`config.mk`:
```
export PLATFORM = sky130hd
export DESIGN_NAME = fib_wrap_counter
export DESIGN_NICKNAME = d
export VERILOG_FILES = /design/src/rtl/fib_wrap_pkg.sv /design/src/rtl/fib_wrap_ctrl.sv /design/src/rtl/fib_wrap_datapath.sv /design/src/rtl/fib_wrap_counter.sv
export SDC_FILE = /design/constraint.sdc
export NUM_CORES = 1
export LEC_CHECK = 0
export BUFFER_PORTS_ARGS = -buffer_cell sky130_fd_sc_hd__clkbuf_2
export CAP_MARGIN = 20
export CORE_AREA = 2 2 39 41
export CTS_CLUSTER_SIZE = 30
export DETAILED_ROUTE_END_ITERATION = 10
export DIE_AREA = 0 0 41 43
export MAX_ROUTING_LAYER = met4
export SYNTH_ARGS = -nofsm -noshare
export SYNTH_HDL_FRONTEND = slang
export SYNTH_SLANG_ARGS = --single-unit
```
`constraint.sdc`:
```
create_clock -name clk -period 4.22 [get_ports clk]
set_input_delay 0.211 -clock clk [delete_from_list [all_inputs] [get_ports clk]]
set_output_delay 0.211 -clock clk [all_outputs]
set_load 0.005 [all_outputs]
```
`src/rtl/fib_wrap_pkg.sv`:
```
package fib_wrap_pkg;

  // Strobes sent from control to datapath each cycle.
  typedef struct packed {
    logic seedLoad;  // reload the starting history
    logic advance;   // shift in the sum of the two history terms
  } fibStrobe_t;

endpackage

```
`src/rtl/fib_wrap_ctrl.sv`:
```
module fib_wrap_ctrl
  import fib_wrap_pkg::*;
#(
  parameter int VAL_W    = 4,
  parameter int TERM_VAL = 13,
  parameter int SEED_CUR = 1
) (
  input  logic             clk,
  input  logic             rst,
  input  logic             en,
  input  logic [VAL_W-1:0] curVal,
  output fibStrobe_t       strobe,
  output logic             wrapOut
);

  localparam logic [VAL_W-1:0] TermCode = VAL_W'(TERM_VAL);
  localparam logic [VAL_W-1:0] SeedCode = VAL_W'(SEED_CUR);

  logic atTerm;

  assign atTerm          = (curVal == TermCode);
  assign strobe.seedLoad = rst | (en & atTerm);
  assign strobe.advance  = en & ~atTerm & ~rst;
  assign wrapOut         = en & atTerm & ~rst;

  // an enabled step taken from the terminal term lands on the seed
  a_r4_reload_after_term: assert property (@(posedge clk) disable iff (rst)
    (en && curVal == TermCode) |=> (curVal == SeedCode));

  // the wrap strobe never shows while reset is applied
  a_r5_no_wrap_in_reset: assert property (@(posedge clk)
    rst |-> !wrapOut);

endmodule

```
`src/rtl/fib_wrap_datapath.sv`:
```
module fib_wrap_datapath
  import fib_wrap_pkg::*;
#(
  parameter int VAL_W     = 4,
  parameter int HIST_W    = 3,
  parameter int SEED_CUR  = 1,
  parameter int SEED_PREV = 0,
  parameter int TERM_VAL  = 13
) (
  input  logic             clk,
  input  fibStrobe_t       strobe,
  input  logic             rst,
  output logic [VAL_W-1:0] curVal
);

  localparam logic [VAL_W-1:0]  SeedCur  = VAL_W'(SEED_CUR);
  localparam logic [HIST_W-1:0] SeedPrev = HIST_W'(SEED_PREV);
  localparam logic [VAL_W-1:0]  TermCode = VAL_W'(TERM_VAL);

  logic [VAL_W-1:0]  curReg;
  logic [HIST_W-1:0] prevReg;
  logic [VAL_W-1:0]  sumTerm;

  // Zero-extend the older term and add it to the newer one.
  assign sumTerm = curReg + {{(VAL_W-HIST_W){1'b0}}, prevReg};

  always_ff @(posedge clk) begin
    if (strobe.seedLoad) begin
      curReg  <= SeedCur;
      prevReg <= SeedPrev;
    end else if (strobe.advance) begin
      curReg  <= sumTerm;
      prevReg <= curReg[HIST_W-1:0];
    end
  end

  assign curVal = curReg;

  // with neither strobe active, the held term stays put
  a_r3_hold_when_idle: assert property (@(posedge clk) disable iff (rst)
    (!strobe.seedLoad && !strobe.advance) |=> $stable(curReg));

  // the term never falls outside 1..terminal
  a_r7_legal_range: assert property (@(posedge clk) disable iff (rst)
    (curReg != '0) && (curReg <= TermCode));

endmodule

```
`src/rtl/fib_wrap_counter.sv`:
```
module fib_wrap_counter
  import fib_wrap_pkg::*;
#(
  parameter int VAL_W     = 4,
  parameter int HIST_W    = 3,
  parameter int SEED_CUR  = 1,
  parameter int SEED_PREV = 0,
  parameter int TERM_VAL  = 13
) (
  input  logic             clk,
  input  logic             rst,
  input  logic             en,
  output logic [VAL_W-1:0] value,
  output logic             wrap
);

  fibStrobe_t       strobe;
  logic [VAL_W-1:0] curVal;

  fib_wrap_ctrl #(
    .VAL_W   (VAL_W),
    .TERM_VAL(TERM_VAL),
    .SEED_CUR(SEED_CUR)
  ) u_ctrl (
    .clk    (clk),
    .rst    (rst),
    .en     (en),
    .curVal (curVal),
    .strobe (strobe),
    .wrapOut(wrap)
  );

  fib_wrap_datapath #(
    .VAL_W    (VAL_W),
    .HIST_W   (HIST_W),
    .SEED_CUR (SEED_CUR),
    .SEED_PREV(SEED_PREV),
    .TERM_VAL (TERM_VAL)
  ) u_dp (
    .clk   (clk),
    .strobe(strobe),
    .rst   (rst),
    .curVal(curVal)
  );

  assign value = curVal;

  // a reset edge always leaves the seed term on the output
  a_r1_reset_seed: assert property (@(posedge clk)
    rst |=> (value == VAL_W'(SEED_CUR)));

  // a disabled edge outside reset keeps the output steady
  a_r3_port_hold: assert property (@(posedge clk) disable iff (rst)
    !en |=> $stable(value));

endmodule

```
==> results_dict.tcl, run 1 <==
set metrics [dict create \
    via_count 316 \
    start_util 0.2649 \
    max_cap_violations 0 \
    fin_crit_sh 0.3507 \
    overflow 0 \
    worst-path-max-fanout 7 \
    placed_area_um2 409.1 \
    drive_gt1_frac 0.2600 \
    combPwrFrac 0.112 \
    path_buf_inv 1 \
    endpoint_kind "output port" \
    clockBufferDepth 2 \
    htreeDepth 1 \
    r2r_slack_ns 2.76 \
    layout.nets 58 \
    cts.repair.resized 0 \
    finalWeightedCongestion 0.6902 \
    p_int_uw 113.4 \
    setup_viol 0 \
    slew_viol_final 0 \
    crit_chain "nand4b_2, nor3_1, clkbuf_2" \
    r2r_cells 5 \
    crit_arrival_ns 1.27 \
    critPathRequiredTime_ns 4.01 \
    grt_pass1_wl_um 1138 \
    worst_pin_slew_ns 0.2161 \
    syn_inst 41 \
    cts_hold_buf 0 \
    syn_avg_cell_area_um2 8.942 \
    first_pass_iters 4 \
    synth.yosys.seq_area_share 0.3823 \
    clkSlewWorstSetupHoldPaths_ns 0.06 \
    syn_nets 48 \
    ys_ff_latch 7 \
    post_drt_wl_per_cell_um 10.45 \
    cp_top_family "simple AND/OR/NAND/NOR gates" \
    min_path_cells 2 \
    antenna_found_initial 0 \
    rr_startpoint "u_dp.curVal[0]$_SDFFE_PP1P_" \
    syn2layout_area_growth_pct 18.77 \
    core_area_um2 1384 \
    cts-root-buf "clkbuf_4" \
    cts_sinks 7 \
    grt_use_total 0.1060 \
    skew_ns 0.007267 \
    grt_pass1_vias 289 \
    via_per_inst 4.788 \
    leakagePower_nw 0.1958 \
    max_freq_mhz 675.7 \
    rows 14 \
    min_path_type "in2reg" \
    tns_ns 0 \
    die_h_um 43 \
    post-cts-setup-buffers 0 \
    status "finished clean" \
    drc 0 \
    layout_min_cycle_time_ns 1.480 \
    switching_power_uw 37.42 \
    synth.distinct_cells 19 \
    timing.slew.headroom 0.8558 \
    worstSkewPairLatency_ns 0.25 \
    finalHoldViolCount 0 \
    r2r_end "u_dp.curVal[2]$_SDFFE_PP0P_" \
    wl_um 690 \
    rsz0062_at_grt "no" \
    power_frac_seq 0.485 \
    slowest_delay_ns 0.36 \
    netlist_area_um2 366.6 \
    io_buffers 7 \
    worst-setup-path-type "reg2out" \
    io_pins 8 \
    peakVddDrop_mv 0.1389 \
    hold_path_end "u_dp.curVal[1]$_SDFFE_PP0P_" \
    swShare 0.2482 \
    fp.dieW_um 41 \
    power_uw 150.8 \
    antenna_left 0 \
    dieArea_um2 1763 \
    grt_max_degree 9 \
    cts_made_buffers 3 \
    p_clk_frac 0.403 \
    cts_tree "yes" \
    crit_path_top_delay_cell "dfxtp_1" \
    critPathLaunchType "flip-flop" \
    fin_area_um2 435.4 \
    nFillCells 151 \
    antenna_cells 0 \
    yosysWarningCount 0 \
    regArea_um2 140.1 \
    fin_cells 66 \
    drt-initial-drc-count 1 \
    place_inst 62 \
    power_density_nw_per_um2 346.3 \
    multi_input_area_um2 206.4 \
    hold_start "rst" \
]
-- kinds of logic after synthesis --
group | count (synthesis) | share of synthesized area
flip-flops | 7 | 0.3822
AO/OA/AOI/OAI | 8 | 0.1263
AND/OR/NAND/NOR | 16 | 0.2287
adder cells (fa/ha/maj) | 4 | 0.1570
XOR/XNOR | 1 | 0.02390
multiplexers | 1 | 0.02730
buffers and inverters | 4 | 0.05458
-- per-layer routing --
layer,part of all wire,routed length (um),up-vias,global-route usage
met5,0,0,-,-
met2,0.44,301,8,0.1563
li1,-,-,164,-
met1,0.49,335,142,0.1029
met4,0.014,10,0,0.06000
met3,0.061,42,2,0.06283
-- power groups by stage --
stage | Clock, mW | Sequential [mW] | Combinational, mW
4_1_cts | 0.0626 | 0.0732 | 0.0172
6_report | 0.0608 | 0.0731 | 0.0169
3_3_place_gp | 0 | 0.0747 | 0.0168
3_5_place_dp | 0 | 0.0747 | 0.0171
2_1_floorplan | 0 | 0.0742 | 0.0127
5_1_grt | 0.0678 | 0.0739 | 0.0191
-- through the flow --
stage / util / setup slack, ns / hold WS (ns)
3_3_place_gp: 0.2957 / 2.800 / 0.4487
4_1_cts: 0.3146 / 2.738 / 0.2333
6_report: 0.3146 / 2.740 / 0.2391
5_1_grt: 0.3146 / 2.605 / 0.2479
2_1_floorplan: - / 2.868 / 0.4356
3_5_place_dp: 0.2957 / 2.771 / 0.4509
-- sequential cells by signal, indices dropped and copies added, names as in the netlist --
| signal | count |
|---|---|
| u_dp.curVal | 4 |
| u_dp.prevReg | 3 |
-- synth_stat cells (all sizes together) --
library cell / number / area share
dfxtp: 7 / 0.38
a21oi: 5 / 0.068
nand2: 5 / 0.051
nand3: 5 / 0.068
ha: 3 / 0.10
a31oi: 2 / 0.034
inv: 2 / 0.020
nor2: 2 / 0.020
a211o: 1 / 0.024
buf: 1 / 0.020
clkbuf: 1 / 0.014
fa: 1 / 0.055
mux2i: 1 / 0.027
nand4: 1 / 0.017
nand4b: 1 / 0.041
nor3: 1 / 0.014
or2: 1 / 0.017
xor2: 1 / 0.024
-- worst max-delay path by stage --
stage,depth (start not counted),endpoint,slack [ns],from
after global routing,3,wrap,2.61,u_dp.curVal[1]$_SDFFE_PP0P_
after global placement,5,u_dp.curVal[2]$_SDFFE_PP0P_,2.80,u_dp.curVal[0]$_SDFFE_PP1P_
after floorplan,5,u_dp.curVal[2]$_SDFFE_PP0P_,2.87,u_dp.curVal[0]$_SDFFE_PP1P_
after detailed placement,5,u_dp.curVal[2]$_SDFFE_PP0P_,2.77,u_dp.curVal[0]$_SDFFE_PP1P_
after CTS,3,wrap,2.74,u_dp.curVal[1]$_SDFFE_PP0P_
final,3,wrap,2.74,u_dp.curVal[1]$_SDFFE_PP0P_
-- final cells by class --
cell class	count	share of cell area
tap	16	0.04598
clock buffer	4	0.06034
sequential	7	0.3218
timing repair buffer	7	0.08046
inverter	2	0.01724
multi-input combinational	30	0.4741
-- cells in the final DEF (no fill, tap or decap) --
| cell type | n |
|---|---|
| clkbuf_2 | 7 |
| mux2i_1 | 1 |
| nand4_1 | 1 |
| fa_1 | 1 |
| a21oi_1 | 5 |
| a211o_1 | 1 |
| nor3_1 | 1 |
| a31oi_1 | 2 |
| clkbuf_1 | 1 |
| nand3_1 | 5 |
| dfxtp_1 | 7 |
| inv_1 | 1 |
| nand2_1 | 5 |
| nand4b_2 | 1 |
| inv_2 | 1 |
| ha_1 | 3 |
| clkbuf_4 | 3 |
| or2_2 | 1 |
| nor2_1 | 2 |
| xor2_1 | 1 |
Note: power is estimated with default switching activity, not from simulation.
==> run 2, diff against run 1 <==
--- a/config.mk
+++ b/config.mk
@@ -5,6 +5,7 @@
 export SDC_FILE = /design/constraint.sdc
 export NUM_CORES = 1
 export LEC_CHECK = 0
+export ABC_AREA = 1
 export BUFFER_PORTS_ARGS = -buffer_cell sky130_fd_sc_hd__clkbuf_2
 export CAP_MARGIN = 20
 export CORE_AREA = 2 2 39 41
==> constraint.sdc (replaced) <==
create_clock -name clk -period 1.4 [get_ports clk]
set_input_delay 0.07 -clock clk [delete_from_list [all_inputs] [get_ports clk]]
set_output_delay 0.07 -clock clk [all_outputs]
set_load 0.005 [all_outputs]
==> results_dict.tcl, run 2 <==
set metrics [dict create \
    combPwrFrac 0.178 \
    clockBufferDepth 2 \
    p_int_uw 361.0 \
    layout.nets 72 \
    layout_min_cycle_time_ns 1.299 \
    ys_async_sr_fraction 0 \
    min_path_type "in2reg" \
    crit_arrival_ns 1.49 \
    dieArea_um2 1763 \
    tns_ns 0 \
    fp.dieW_um 41 \
    power_uw 494.1 \
    synthAdderAreaFrac 0.1357 \
    worst_pin_slew_ns 0.2704 \
    fin_area_um2 513.0 \
    most-common-layout-cells "11 x nand2_1, 7 x clkbuf_2, 7 x dfxtp_1" \
    synth_xor_area_frac 0.02065 \
    yosysMostFrequentCell "nand2_1" \
    netlist_area_um2 424.2 \
    syn_inst 52 \
    io_buffers 7 \
    slowest_delay_ns 0.38 \
    worstSkewPairLatency_ns 0.25 \
    finalWorstSetupSlack_ns 0.1012 \
    synth_enable_flop_cells 0 \
    synthTopCellsByCount "11 x nand2_1, 7 x dfxtp_1, 6 x nor2_1" \
    wl_um 783 \
    path_buf_inv 0 \
    yosysWarningCount 0 \
    syn_nets 59 \
    antenna_left 0 \
    die_h_um 43 \
    peakVddDrop_mv 0.4193 \
    via_count 353 \
    ys.flop_type "dfxtp_1" \
    cts-root-buf "clkbuf_4" \
    synth.distinct_cells 16 \
    grt_pass1_vias 309 \
    finalWeightedCongestion 0.7877 \
    timing.slew.headroom 0.8195 \
    grt_max_degree 8 \
    critPathLaunchType "flip-flop" \
    grtUsageMet3 0.06283 \
    hold_ws_ns 0.1691 \
    htreeDepth 1 \
    synth_mux_area_frac 0 \
    worst-setup-path-type "reg2reg" \
    crit_path_top_delay_cell "fa_1" \
    drive_gt1_frac 0.3281 \
    power_density_nw_per_um2 963.2 \
    synth_area_leader_cell "dfxtp_1" \
    synth.yosys.seq_area_share 0.3304 \
    swShare 0.2695 \
    drt-initial-drc-count 5 \
    endpoint_kind "flip-flop" \
    mostFrequentLayoutCell "nand2_1" \
    cts.repair.resized 0 \
    leakagePower_nw 0.2405 \
    yosys.area_share.simple 0.3422 \
    status "finished clean" \
    cts_made_buffers 3 \
    fin_crit_sh 0.9277 \
    fin_cells 80 \
    post-cts-setup-buffers 0 \
    via_per_inst 4.413 \
    finalHoldViolCount 0 \
    crit_chain "ha_1, fa_1, xor2_1, nand2_1, a21oi_2" \
    p_clk_frac 0.363 \
    hpwlAfterDp_um 645.6 \
    overflow 0 \
    max_freq_mhz 769.9 \
    syn2layout_area_growth_pct 20.94 \
    max_cap_violations 0 \
    cts_tree "yes" \
    grtUsageMet1 0.1415 \
    cts_hold_buf 0 \
    power_frac_seq 0.459 \
    use_met2 0.1531 \
    switching_power_uw 133.1 \
    post_drt_wl_per_cell_um 9.788 \
    synthTopCellsByArea "dfxtp_1 33%, nand2_1 9.7%, ha_1 8.8%" \
    setup_viol 0 \
    preCtsSetupSlack_ns 0.1128 \
    placed_area_um2 486.7 \
    final_util 0.3707 \
    busiest_layer "met2" \
    synth_top_area_share 0.3304 \
    cp_top_family "adder cells" \
    synth_top_family_by_area "simple AND/OR/NAND/NOR gates" \
    drc 0 \
    syn_avg_cell_area_um2 8.157 \
    antenna_cells 0 \
    place_inst 76 \
    io_pins 8 \
    grt_use_total 0.1173 \
    antenna_found_initial 0 \
    worst-path-max-fanout 2 \
    core_area_um2 1384 \
    cts_sinks 7 \
    start_util 0.3065 \
    rsz0062_at_grt "no" \
    critPathRequiredTime_ns 1.59 \
    synth_compound_area_frac 0.1091 \
    skew_ns 0.0008281 \
    rows 14 \
    clkSlewWorstSetupHoldPaths_ns 0.05 \
    grt_pass1_wl_um 1297 \
    slew_viol_final 0 \
    first_pass_iters 4 \
    largest_reg_flops 4 \
    ys_ff_latch 7 \
]
run 2: final timing paths:
kind	start	end	slack, ns	cells past startpoint
worst max-delay path	u_dp.curVal[0]$_SDFFE_PP1P_	u_dp.curVal[2]$_SDFFE_PP0P_	0.10	5
worst min-delay path	en	u_dp.prevReg[1]$_SDFFE_PP0P_	0.17	3
worst max register to register	u_dp.curVal[0]$_SDFFE_PP1P_	u_dp.curVal[2]$_SDFFE_PP0P_	0.10	5
worst min register to register	u_dp.curVal[3]$_SDFFE_PP0P_	u_dp.curVal[3]$_SDFFE_PP0P_	0.54	2
run 2: kinds of logic after synthesis:
family / count (synthesis)
buffers and inverters: 7
xor gates and xnor gates: 1
adders and majority gates: 4
DFF: 7
AOI/OAI and AO/OA: 7
and+or+nand+nor: 26
run 2: tightest hold or removal path: stages:
cell	delay (ns)
clkbuf_2	0.15
o22ai_1	0.09
nor2_1	0.07
run 2: layout make-up:
class	instances	area [um^2]
well taps	16	20.02
repair buffers	8	42.54
flip-flops and latches	7	140.1
multi-input cells	38	257.7
fillers	146	870.8
clock buffers	4	26.28
inverters	7	26.28
run 2: per-layer routing:
| metal | up-vias | routed length (um) |
|---|---|---|
| met5 | - | 0 |
| met4 | 0 | 16 |
| met3 | 4 | 22 |
| met2 | 7 | 350 |
| met1 | 150 | 394 |
| li1 | 192 | - |
run 2: power by group through the flow:
stage / combinational [mW] / sequential (mW) / clock (mW)
2_1_floorplan: 0.0594 / 0.230 / 0
3_3_place_gp: 0.0872 / 0.230 / 0
6_report: 0.0878 / 0.227 / 0.180
4_1_cts: 0.0888 / 0.227 / 0.190
3_5_place_dp: 0.0888 / 0.231 / 0
5_1_grt: 0.101 / 0.230 / 0.202
==> run 3, diff against run 2 <==
--- a/config.mk
+++ b/config.mk
@@ -13,6 +13,7 @@
 export DETAILED_ROUTE_END_ITERATION = 10
 export DIE_AREA = 0 0 41 43
 export MAX_ROUTING_LAYER = met4
+export PLACE_DENSITY = 0.53
 export SYNTH_ARGS = -nofsm -noshare
 export SYNTH_HDL_FRONTEND = slang
 export SYNTH_SLANG_ARGS = --single-unit
==> results_dict.tcl, run 3 (same netlist as run 2, synthesis figures left out) <==
set metrics [dict create \
    status "finished clean" \
    worst_pin_slew_ns 0.2794 \
    power_density_nw_per_um2 963.4 \
    r2r_cells 5 \
    power_uw 494.2 \
    leakagePower_nw 0.2405 \
    mostFrequentLayoutCell "nand2_1" \
    die_h_um 43 \
    finalWeightedCongestion 0.7381 \
    drive_gt1_frac 0.3281 \
    grt_use_total 0.1214 \
    wl_um 823 \
    dieArea_um2 1763 \
    post-cts-setup-buffers 0 \
    worstSkewPairLatency_ns 0.25 \
    antenna_found_initial 0 \
    syn2layout_area_growth_pct 20.94 \
    skew_ns 0.002290 \
    critPathRequiredTime_ns 1.58 \
    setup_viol 0 \
    cts.repair.resized 0 \
    cts_tree "yes" \
    multi_input_area_um2 257.7 \
    cts-root-buf "clkbuf_4" \
    cts_made_buffers 3 \
    core_area_um2 1384 \
    layout_min_cycle_time_ns 1.320 \
    rows 14 \
    grt_pass1_vias 342 \
    crit_arrival_ns 1.50 \
    grt_max_degree 8 \
    regArea_um2 140.1 \
    finalHoldViolCount 0 \
    endpoint_kind "flip-flop" \
    grt_pass1_wl_um 1352 \
    clockBufferDepth 2 \
    via_count 367 \
    io_buffers 7 \
    start_util 0.3065 \
    antenna_cells 0 \
    fin_crit_sh 0.9428 \
    first_pass_iters 2 \
    worst-setup-path-type "reg2reg" \
    clkSlewWorstSetupHoldPaths_ns 0.05 \
    tns_ns 0 \
    critPathLaunchType "flip-flop" \
    finalWorstSetupSlack_ns 0.08005 \
    slew_viol_final 0 \
    htreeDepth 1 \
    post_drt_wl_per_cell_um 10.29 \
    timing.slew.headroom 0.8135 \
    max_cap_violations 0 \
    nFillCells 157 \
    via_per_inst 4.588 \
    hpwlAfterDp_um 678.2 \
    drt-initial-drc-count 2 \
    cts_sinks 7 \
    preCtsSetupSlack_ns 0.09056 \
    min_path_cells 3 \
    rsz0062_at_grt "no" \
    worst-path-max-fanout 2 \
    drc 0 \
    most-common-layout-cells "11 x nand2_1, 7 x clkbuf_2, 7 x dfxtp_1" \
    overflow 0 \
    io_pins 8 \
    max_freq_mhz 757.6 \
    antenna_left 0 \
    largest_reg_flops 4 \
    layout.nets 72 \
    cts_hold_buf 0 \
    min_path_type "in2reg" \
    fp.dieW_um 41 \
    final_util 0.3707 \
    peakVddDrop_mv 0.2909 \
]
-- run 3: cell counts in the layout (fill, tap and decap cells not counted) --
No cell type changed its count.
-- run 3: area by class of cell --
class,instances,area share
multi-input cells,38,0.5024
inverters,7,0.05122
clock buffers,4,0.05122
flip-flops and latches,7,0.2732
well taps,16,0.03902
repair buffers,8,0.08293
-- run 3: where the power goes --
group	internal, mW	total, mW	switching, mW	leakage [nW]
combinational	0.0393	0.0888	0.0494	0.168
sequential	0.213	0.227	0.0137	0.0577
clock	0.108	0.179	0.0702	0.0150
-- run 3: worst max-delay path, stage by stage, from the launching register on --
cell,delay [ns]
dfxtp_1,0.31
ha_1,0.22
fa_1,0.38
xor2_1,0.17
nand2_1,0.08
a21oi_2,0.11
-- run 3: metal layers --
layer,part of all wire,global-route usage,wire length [um],vias up
met4,0,0.08000,0,0
li1,-,-,-,192
met5,0,-,0,-
met2,0.51,0.1625,419,6
met3,0.021,0.04712,17,0
met1,0.47,0.1447,387,169
-- run 3: metrics by stage --
step	hold slack, ns	instances	instance area (um^2)
3_5_place_dp	0.4344	76	486.7
2_1_floorplan	0.2229	52	424.2
4_1_cts	0.1745	80	513.0
6_report	0.1776	80	513.0
5_1_grt	0.1840	80	513.0
3_3_place_gp	0.4268	76	486.7
-- run 3: final timing paths --
path / from / endpoint / slack (ns)
setup / recovery: u_dp.curVal[0]$_SDFFE_PP1P_ / u_dp.curVal[2]$_SDFFE_PP0P_ / 0.08
hold / removal: en / u_dp.prevReg[2]$_SDFFE_PP0P_ / 0.18
setup reg to reg: u_dp.curVal[0]$_SDFFE_PP1P_ / u_dp.curVal[2]$_SDFFE_PP0P_ / 0.08
hold reg to reg: u_dp.prevReg[2]$_SDFFE_PP0P_ / u_dp.prevReg[2]$_SDFFE_PP0P_ / 0.54
